`src/rtl/pause_pkg.sv`:
```
package pause_pkg;
  localparam int REG_W     = 32;
  localparam int PT_W      = 16;
  localparam int FRAME_LEN = 18;
  localparam int IDX_W     = $clog2(FRAME_LEN + 1);
  localparam logic [47:0] PAUSE_DA   = 48'h0180_C200_0001;
  localparam logic [15:0] CTRL_ETYPE = 16'h8808;
  localparam logic [15:0] PAUSE_OP   = 16'h0001;

  // header check for one receive byte at a given position
  function automatic logic hdr_byte_ok(input logic [IDX_W-1:0] idx, input logic [7:0] b);
    logic ok;
    ok = 1'b1;
    if (idx < IDX_W'(6))
      ok = (b == PAUSE_DA[8*(5-int'(idx)) +: 8]);
    else if (idx == IDX_W'(12))
      ok = (b == CTRL_ETYPE[15:8]);
    else if (idx == IDX_W'(13))
      ok = (b == CTRL_ETYPE[7:0]);
    else if (idx == IDX_W'(14))
      ok = (b == PAUSE_OP[15:8]);
    else if (idx == IDX_W'(15))
      ok = (b == PAUSE_OP[7:0]);
    return ok;
  endfunction
endpackage

```
`src/rtl/pause_cfg_reg.sv`:
```
module pause_cfg_reg
  import pause_pkg::*;
(
  input  logic             clk,
  input  logic             rst,
  input  logic             wr_en,
  input  logic [REG_W-1:0] wdata,
  input  logic             busy_i,
  output logic [PT_W-1:0]  pause_time,
  output logic             fcen,
  output logic             pass,
  output logic [REG_W-1:0] rdata
);
  localparam int RSV_W = REG_W - PT_W - 3;

  logic unused_wbits;
  assign unused_wbits = ^{wdata[REG_W-PT_W-1:3], wdata[0]};

  always_ff @(posedge clk) begin
    if (rst) begin
      pause_time <= '0;
      fcen       <= 1'b0;
      pass       <= 1'b0;
    end else if (wr_en && !busy_i) begin
      pause_time <= wdata[REG_W-1 -: PT_W];
      pass       <= wdata[2];
      fcen       <= wdata[1];
    end
  end

  assign rdata = {pause_time, {RSV_W{1'b0}}, pass, fcen, busy_i};
endmodule

```
`src/rtl/pause_tx_seq.sv`:
```
module pause_tx_seq
  import pause_pkg::*;
#(
  parameter logic [47:0] SRC_MAC = 48'h0200_0000_000A
) (
  input  logic            clk,
  input  logic            rst,
  input  logic            start,
  input  logic [PT_W-1:0] pause_time,
  input  logic            ready,
  output logic            valid,
  output logic [7:0]      byte_o,
  output logic            last,
  output logic            active
);
  localparam logic [IDX_W-1:0] LAST_IDX = IDX_W'(FRAME_LEN - 1);

  logic [IDX_W-1:0] idx;
  logic [PT_W-1:0]  quanta_q;

  always_ff @(posedge clk) begin
    if (rst) begin
      active   <= 1'b0;
      idx      <= '0;
      quanta_q <= '0;
    end else if (start && !active) begin
      active   <= 1'b1;
      idx      <= '0;
      quanta_q <= pause_time;
    end else if (active && ready) begin
      if (idx == LAST_IDX) begin
        active <= 1'b0;
        idx    <= '0;
      end else begin
        idx <= idx + 1'b1;
      end
    end
  end

  always_comb begin
    byte_o = 8'h00;
    if (idx < IDX_W'(6))
      byte_o = PAUSE_DA[8*(5-int'(idx)) +: 8];
    else if (idx < IDX_W'(12))
      byte_o = SRC_MAC[8*(11-int'(idx)) +: 8];
    else begin
      case (idx)
        IDX_W'(12): byte_o = CTRL_ETYPE[15:8];
        IDX_W'(13): byte_o = CTRL_ETYPE[7:0];
        IDX_W'(14): byte_o = PAUSE_OP[15:8];
        IDX_W'(15): byte_o = PAUSE_OP[7:0];
        IDX_W'(16): byte_o = quanta_q[15:8];
        default:    byte_o = quanta_q[7:0];
      endcase
    end
  end

  assign valid = active;
  assign last  = active && (idx == LAST_IDX);
endmodule

```
`src/rtl/pause_rx_decode.sv`:
```
module pause_rx_decode
  import pause_pkg::*;
(
  input  logic            clk,
  input  logic            rst,
  input  logic            rx_valid,
  input  logic            rx_sof,
  input  logic            rx_eof,
  input  logic [7:0]      rx_byte,
  input  logic            decode_en,
  input  logic            pass,
  input  logic            promisc,
  output logic            load_o,
  output logic [PT_W-1:0] quanta_o,
  output logic            status_valid,
  output logic            status_filter
);
  localparam logic [IDX_W-1:0] IDX_MAX = {IDX_W{1'b1}};
  localparam logic [IDX_W-1:0] Q_HI    = IDX_W'(FRAME_LEN - 2);
  localparam logic [IDX_W-1:0] Q_LO    = IDX_W'(FRAME_LEN - 1);

  logic [IDX_W-1:0] cnt;
  logic             hdr_ok;
  logic [7:0]       q_hi;
  logic [PT_W-1:0]  q_full;

  logic [IDX_W-1:0] idx_now;
  logic             ok_now;
  logic             pause_ok;

  always_comb begin
    idx_now  = rx_sof ? '0 : cnt;
    ok_now   = (rx_sof ? 1'b1 : hdr_ok) && hdr_byte_ok(idx_now, rx_byte);
    quanta_o = (idx_now == Q_LO) ? {q_hi, rx_byte} : q_full;
    pause_ok = rx_valid && rx_eof && ok_now && (idx_now >= Q_LO) && decode_en;
  end

  always_ff @(posedge clk) begin
    if (rst) begin
      cnt           <= '0;
      hdr_ok        <= 1'b0;
      q_hi          <= '0;
      q_full        <= '0;
      status_valid  <= 1'b0;
      status_filter <= 1'b0;
    end else begin
      status_valid  <= rx_valid && rx_eof;
      status_filter <= pause_ok && pass && !promisc;
      if (rx_valid) begin
        hdr_ok <= ok_now;
        if (idx_now != IDX_MAX) cnt <= idx_now + 1'b1;
        else                    cnt <= idx_now;
        if (idx_now == Q_HI) q_hi   <= rx_byte;
        if (idx_now == Q_LO) q_full <= {q_hi, rx_byte};
      end
    end
  end

  assign load_o = pause_ok;
endmodule

```
`src/rtl/pause_hold_timer.sv`:
```
module pause_hold_timer
  import pause_pkg::*;
#(
  parameter int SLOT_TICKS = 64
) (
  input  logic            clk,
  input  logic            rst,
  input  logic            load,
  input  logic [PT_W-1:0] quanta,
  output logic            hold
);
  localparam int SLOT_W = $clog2(SLOT_TICKS);
  localparam int CNT_W  = PT_W + SLOT_W;

  logic [CNT_W-1:0] count;

  always_ff @(posedge clk) begin
    if (rst)
      count <= '0;
    else if (load)
      count <= CNT_W'(quanta) * CNT_W'(SLOT_TICKS);
    else if (count != '0)
      count <= count - 1'b1;
  end

  assign hold = (count != '0);
endmodule

```
`src/rtl/mac_pause_ctrl.sv`:
```
module mac_pause_ctrl
  import pause_pkg::*;
#(
  parameter logic [47:0] SRC_MAC    = 48'h0200_0000_000A,
  parameter int          SLOT_TICKS = 64
) (
  input  logic        clk,
  input  logic        rst,
  input  logic        reg_wr_en,
  input  logic [31:0] reg_wdata,
  output logic [31:0] reg_rdata,
  input  logic        full_duplex,
  input  logic        tx_enabled,
  input  logic        promisc,
  input  logic        pause_req,
  input  logic        pf_ready,
  output logic        pf_valid,
  output logic [7:0]  pf_byte,
  output logic        pf_last,
  output logic        back_pressure,
  input  logic        rx_valid,
  input  logic        rx_sof,
  input  logic        rx_eof,
  input  logic [7:0]  rx_byte,
  output logic        rx_status_valid,
  output logic        rx_status_filter,
  output logic        tx_hold
);
  logic [PT_W-1:0] pause_time;
  logic            fcen, pass, busy, tx_active, tx_start;
  logic            rx_load;
  logic [PT_W-1:0] rx_quanta;

  assign busy     = full_duplex ? tx_active : back_pressure;
  assign tx_start = pause_req && full_duplex && tx_enabled && !tx_active;

  always_ff @(posedge clk) begin
    if (rst) back_pressure <= 1'b0;
    else     back_pressure <= pause_req && fcen && tx_enabled && !full_duplex;
  end

  pause_cfg_reg u_cfg (
    .clk(clk), .rst(rst), .wr_en(reg_wr_en), .wdata(reg_wdata), .busy_i(busy),
    .pause_time(pause_time), .fcen(fcen), .pass(pass), .rdata(reg_rdata)
  );

  pause_tx_seq #(.SRC_MAC(SRC_MAC)) u_tx (
    .clk(clk), .rst(rst), .start(tx_start), .pause_time(pause_time), .ready(pf_ready),
    .valid(pf_valid), .byte_o(pf_byte), .last(pf_last), .active(tx_active)
  );

  pause_rx_decode u_rx (
    .clk(clk), .rst(rst), .rx_valid(rx_valid), .rx_sof(rx_sof), .rx_eof(rx_eof),
    .rx_byte(rx_byte), .decode_en(fcen && full_duplex), .pass(pass), .promisc(promisc),
    .load_o(rx_load), .quanta_o(rx_quanta),
    .status_valid(rx_status_valid), .status_filter(rx_status_filter)
  );

  pause_hold_timer #(.SLOT_TICKS(SLOT_TICKS)) u_tmr (
    .clk(clk), .rst(rst), .load(rx_load), .quanta(rx_quanta), .hold(tx_hold)
  );
endmodule

```
`config.mk`:
```
export PLATFORM = sky130hd
export DESIGN_NAME = mac_pause_ctrl
export DESIGN_NICKNAME = d
export VERILOG_FILES = /design/src/rtl/pause_pkg.sv /design/src/rtl/pause_cfg_reg.sv /design/src/rtl/pause_tx_seq.sv /design/src/rtl/pause_rx_decode.sv /design/src/rtl/pause_hold_timer.sv /design/src/rtl/mac_pause_ctrl.sv
export SDC_FILE = /design/constraint.sdc
export NUM_CORES = 1
export LEC_CHECK = 0
export ABC_AREA = 1
export BUFFER_PORTS_ARGS = -buffer_cell sky130_fd_sc_hd__buf_2
export CAP_MARGIN = 10
export CORE_ASPECT_RATIO = 1.1
export CORE_MARGIN = 8
export CORE_UTILIZATION = 23
export CTS_CLUSTER_SIZE = 28
export DETAILED_ROUTE_END_ITERATION = 10
export PLACE_DENSITY = 0.44
export SLEW_MARGIN = 20
export SYNTH_ARGS = -nofsm -noshare
export SYNTH_HDL_FRONTEND = slang
export SYNTH_SLANG_ARGS = --single-unit
```
`constraint.sdc`:
```
create_clock -name clk -period 5.8 [get_ports clk]
set_clock_uncertainty 0.15 [all_clocks]
set_input_delay 0.58 -clock clk [delete_from_list [all_inputs] [get_ports clk]]
set_output_delay 0.58 -clock clk [all_outputs]
set_load 0.01 [all_outputs]
```
==> flow_metrics.tcl <==
set metrics [dict create \
    drt_iter0_drc 278 \
    worstSetupStartpoint "u_tx.idx[0]$_SDFFE_PP0P_" \
    die_height_um 172.9 \
    post-cts-setup-buffers 0 \
    synth_area_per_cell_um2 6.913 \
    r2r-end "u_tmr.count[0]$_SDFFE_PP0P_" \
    cts.htree.levels 3 \
    synth-xor-area-share_pct 2.721 \
    synth-compound-area-share_pct 17.83 \
    stdcell_area_um2 5977 \
    rsz0062_at_grt "false" \
    gp_congestion 0.7846 \
    finish.utilization_pct 27.12 \
    placed_area_um2 5710 \
    grt_max_degree 54 \
    wl_per_cell_um 13.19 \
    clockRootBuffer "clkbuf_16" \
    antenna_left 0 \
    p_sw_share_pct 37.44 \
    maxCapViolCount 0 \
    num_vias 4710 \
    fillCellCount 2488 \
    drc 0 \
    start_kind "flip-flop" \
    synthSimpleGateAreaFrac_pct 25.15 \
    combPwrFrac_pct 34.5 \
    max_stage_delay_ns 0.50 \
    synthArstFlopShare_pct 0 \
    leakage_uw 0.002891 \
    grt_pass1_wl_um 23960 \
    worstMarginPinSlew_ns 0.7089 \
    clkPwrFrac_pct 26.1 \
    ys.flop_type "dfxtp_1" \
    holdBufCountCts 0 \
    crit_path_end "pf_byte[0]" \
    cts_made_buffers 9 \
    r2r_cells 11 \
    finalCritPeriodShare_pct 58.27 \
    hold_viol 0 \
    clk_latency_ns 0.34 \
    end_kind "output port" \
    synth_top_family_by_area "simple AND/OR/NAND/NOR gates" \
    synth_edf_count 0 \
    start_util_pct 23.37 \
    fin_cells 1097 \
    multiInputGateArea_um2 2655 \
    synthMuxAreaShare_pct 1.166 \
    clock-sinks 95 \
    worstPathArrival_ns 2.65 \
    ios 97 \
    ys_types 40 \
    fin_nets 862 \
    p_sw_uw 775.3 \
    drt_first_pass_iters 4 \
    crit_required_ns 5.07 \
    synth_cells 745 \
    ys_seq_area_share_pct 36.93 \
    drv_slew 0 \
    power_frac_seq_pct 39.4 \
    setup_viol_count_final 0 \
    internal_power_uw 1295 \
    cts.clk_slew.worst_paths_ns 0.06 \
    slowest_stage "nor2_1" \
    ys_ff_latch 95 \
    setup_tns_ns 0 \
    clock_path_buffers 2 \
    layout-drive-gt1-share_pct 12.97 \
    vias_per_cell 4.294 \
    period_needed_ns 3.380 \
    cts_tree "done" \
    grt_pass1_vias 4753 \
    finalWirelength_um 14460 \
    outcome "finished clean" \
    grt.overflow.total 0 \
    core_region_area_um2 22040 \
    max-slew-margin-rel_pct 52.59 \
    chipWidth_um 158.7 \
    clock.fmax_mhz 295.9 \
    antenna_found_initial 1 \
    hold_ws_ns 0.2537 \
    grt_util_all_layers_pct 10.82 \
    critPathKind "flip-flop to output port" \
    hpwl_um 10790 \
    antenna_cells 0 \
    row_count 57 \
    synth_area_um2 5150 \
    place_inst 1081 \
    portBuffers 69 \
    worstPathMaxFanout 9 \
    r2r_slack_ns 2.80 \
    areaGrowthSynthToFinish_pct 16.06 \
    vdd_drop_max_v 0.0001376 \
    ctsResizeCount 0 \
    power_density_nw_per_um2 346.4 \
    synthAdderAreaFrac_pct 3.401 \
    crit_chain "inv_1, ha_1, inv_1, nor2_1, a211oi_1, nand2_1, inv_1, a22o_1, o21ai_0, o21ai_0, buf_2" \
    dieArea_um2 27440 \
    reg2reg_from "u_rx.cnt[4]$_SDFFE_PP0P_" \
    synth.yosys.warnings 0 \
    crit_path_frequent_cell "inv_1" \
    hold_class "primary input to flip-flop" \
    final-seq-area_um2 1902 \
]
## power by group through the flow
stage | logic, uW | registers (uW) | clock network, uW
4_1_cts | 724 | 818 | 565
5_1_grt | 851 | 830 | 591
6_report | 714 | 816 | 540
3_5_place_dp | 718 | 832 | 0
3_3_place_gp | 719 | 833 | 0
2_1_floorplan | 570 | 811 | 0
## layout by cell type (no fill, tap or decap), types with 2 or more instances in the layout
cell	instances
clkinv_2	3
nand3_1	29
o21ai_0	57
nor3_2	2
buf_4	5
nand2_2	2
or2_2	2
clkbuf_16	9
dfxtp_1	95
inv_1	106
nand2_1	128
ha_1	14
nor4_1	8
a221o_1	2
nand4_1	23
nor2_1	80
a21oi_1	73
nor2_2	2
a22o_1	2
buf_2	69
xor2_1	14
a211oi_1	5
clkbuf_1	3
conb_1	13
nor3_1	14
inv_2	3
o211ai_1	16
nand3b_1	2
xnor2_1	2
nand3_2	2
mux2i_1	6
## flip-flops by register name, indices dropped and copies added (netlist names)
signal              cells
back_pressure           1
u_rx.cnt                5
u_rx.q_full            16
u_tx.quanta_q          16
u_cfg.pause_time       16
u_cfg.pass              1
u_rx.status_valid       1
u_rx.q_hi               8
u_rx.status_filter      1
u_tx.active             1
u_rx.hdr_ok             1
u_cfg.fcen              1
u_tx.idx                5
u_tmr.count            22
## worst min path at each step
stage / cells after the start / end / startpoint
global route: 2 / u_rx.status_filter$_SDFF_PP0_ / promisc
CTS: 2 / u_rx.status_filter$_SDFF_PP0_ / promisc
finish: 2 / u_rx.status_filter$_SDFF_PP0_ / promisc
floorplan: 2 / u_cfg.pass$_SDFFE_PP0P_ / u_cfg.pass$_SDFFE_PP0P_
detailed placement: 2 / u_tx.quanta_q[7]$_SDFFE_PP0P_ / u_cfg.pause_time[7]$_SDFFE_PP0P_
global placement: 2 / u_cfg.pass$_SDFFE_PP0P_ / u_cfg.pass$_SDFFE_PP0P_
## layer usage
| metal | up-vias | GRT usage (%) | wire (um) |
|---|---|---|---|
| met2 | 98 | 17.14 | 6506 |
| met4 | 2 | 3.147 | 114 |
| met1 | 2081 | 13.58 | 6834 |
| li1 | 2520 | - | - |
| met3 | 9 | 3.641 | 992 |
| met5 | - | 0 | 15 |
## through the flow
step	total power [uW]	setup slack (ns)
after floorplan	1382	3.331
after global placement	1552	2.000
after detailed placement	1551	2.072
after CTS	2107	2.408
after global routing	2272	2.135
final	2071	2.420
## critical path: cells and delay by family, from the launching register on
family / cells / cell delay (ns)
AOI/OAI and AO/OA: 4 / 0.56
adders and majority gates: 1 / 0.23
buffers and inverters: 4 / 0.55
DFF: 1 / 0.37
and+or+nand+nor: 2 / 0.59
## synthesized netlist by cell type, types with 3 or more instances
cell type | n | area [um2]
o21ai_0 | 57 | 285.3
nor2_1 | 80 | 300.3
inv_1 | 106 | 397.9
nand3_1 | 29 | 145.1
nor3_1 | 15 | 75.07
mux2i_1 | 6 | 60.06
clkbuf_1 | 23 | 86.33
dfxtp_1 | 95 | 1902
nand2_1 | 128 | 480.5
ha_1 | 14 | 175.2
xor2_1 | 14 | 122.6
o211ai_1 | 16 | 120.1
a211oi_1 | 6 | 45.04
a21oi_1 | 73 | 365.4
nand4_1 | 23 | 143.9
nor4_1 | 8 | 50.05
inv_2 | 3 | 11.26
buf_4 | 16 | 120.1
## layout make-up
type,instances,share of cell area (%)
clock buffers,12,3.956
clock inverters,4,0.3768
inverters,109,6.845
multi-input cells,508,44.42
flip-flops and latches,95,31.82
well taps,295,6.175
repair buffers,74,6.406
## logic make-up (layout without fill, tap and decap cells)
group | count (synthesis) | in the layout
AND/OR/NAND/NOR | 296 | 296
AO/OA/AOI/OAI | 163 | 163
buffers and inverters | 154 | 199
flip-flops | 95 | 95
XOR/XNOR | 16 | 16
adder cells (fa/ha/maj) | 14 | 14
multiplexers | 6 | 6
other | 1 | 13
No activity file was read; power rests on OpenSTA's default activity.
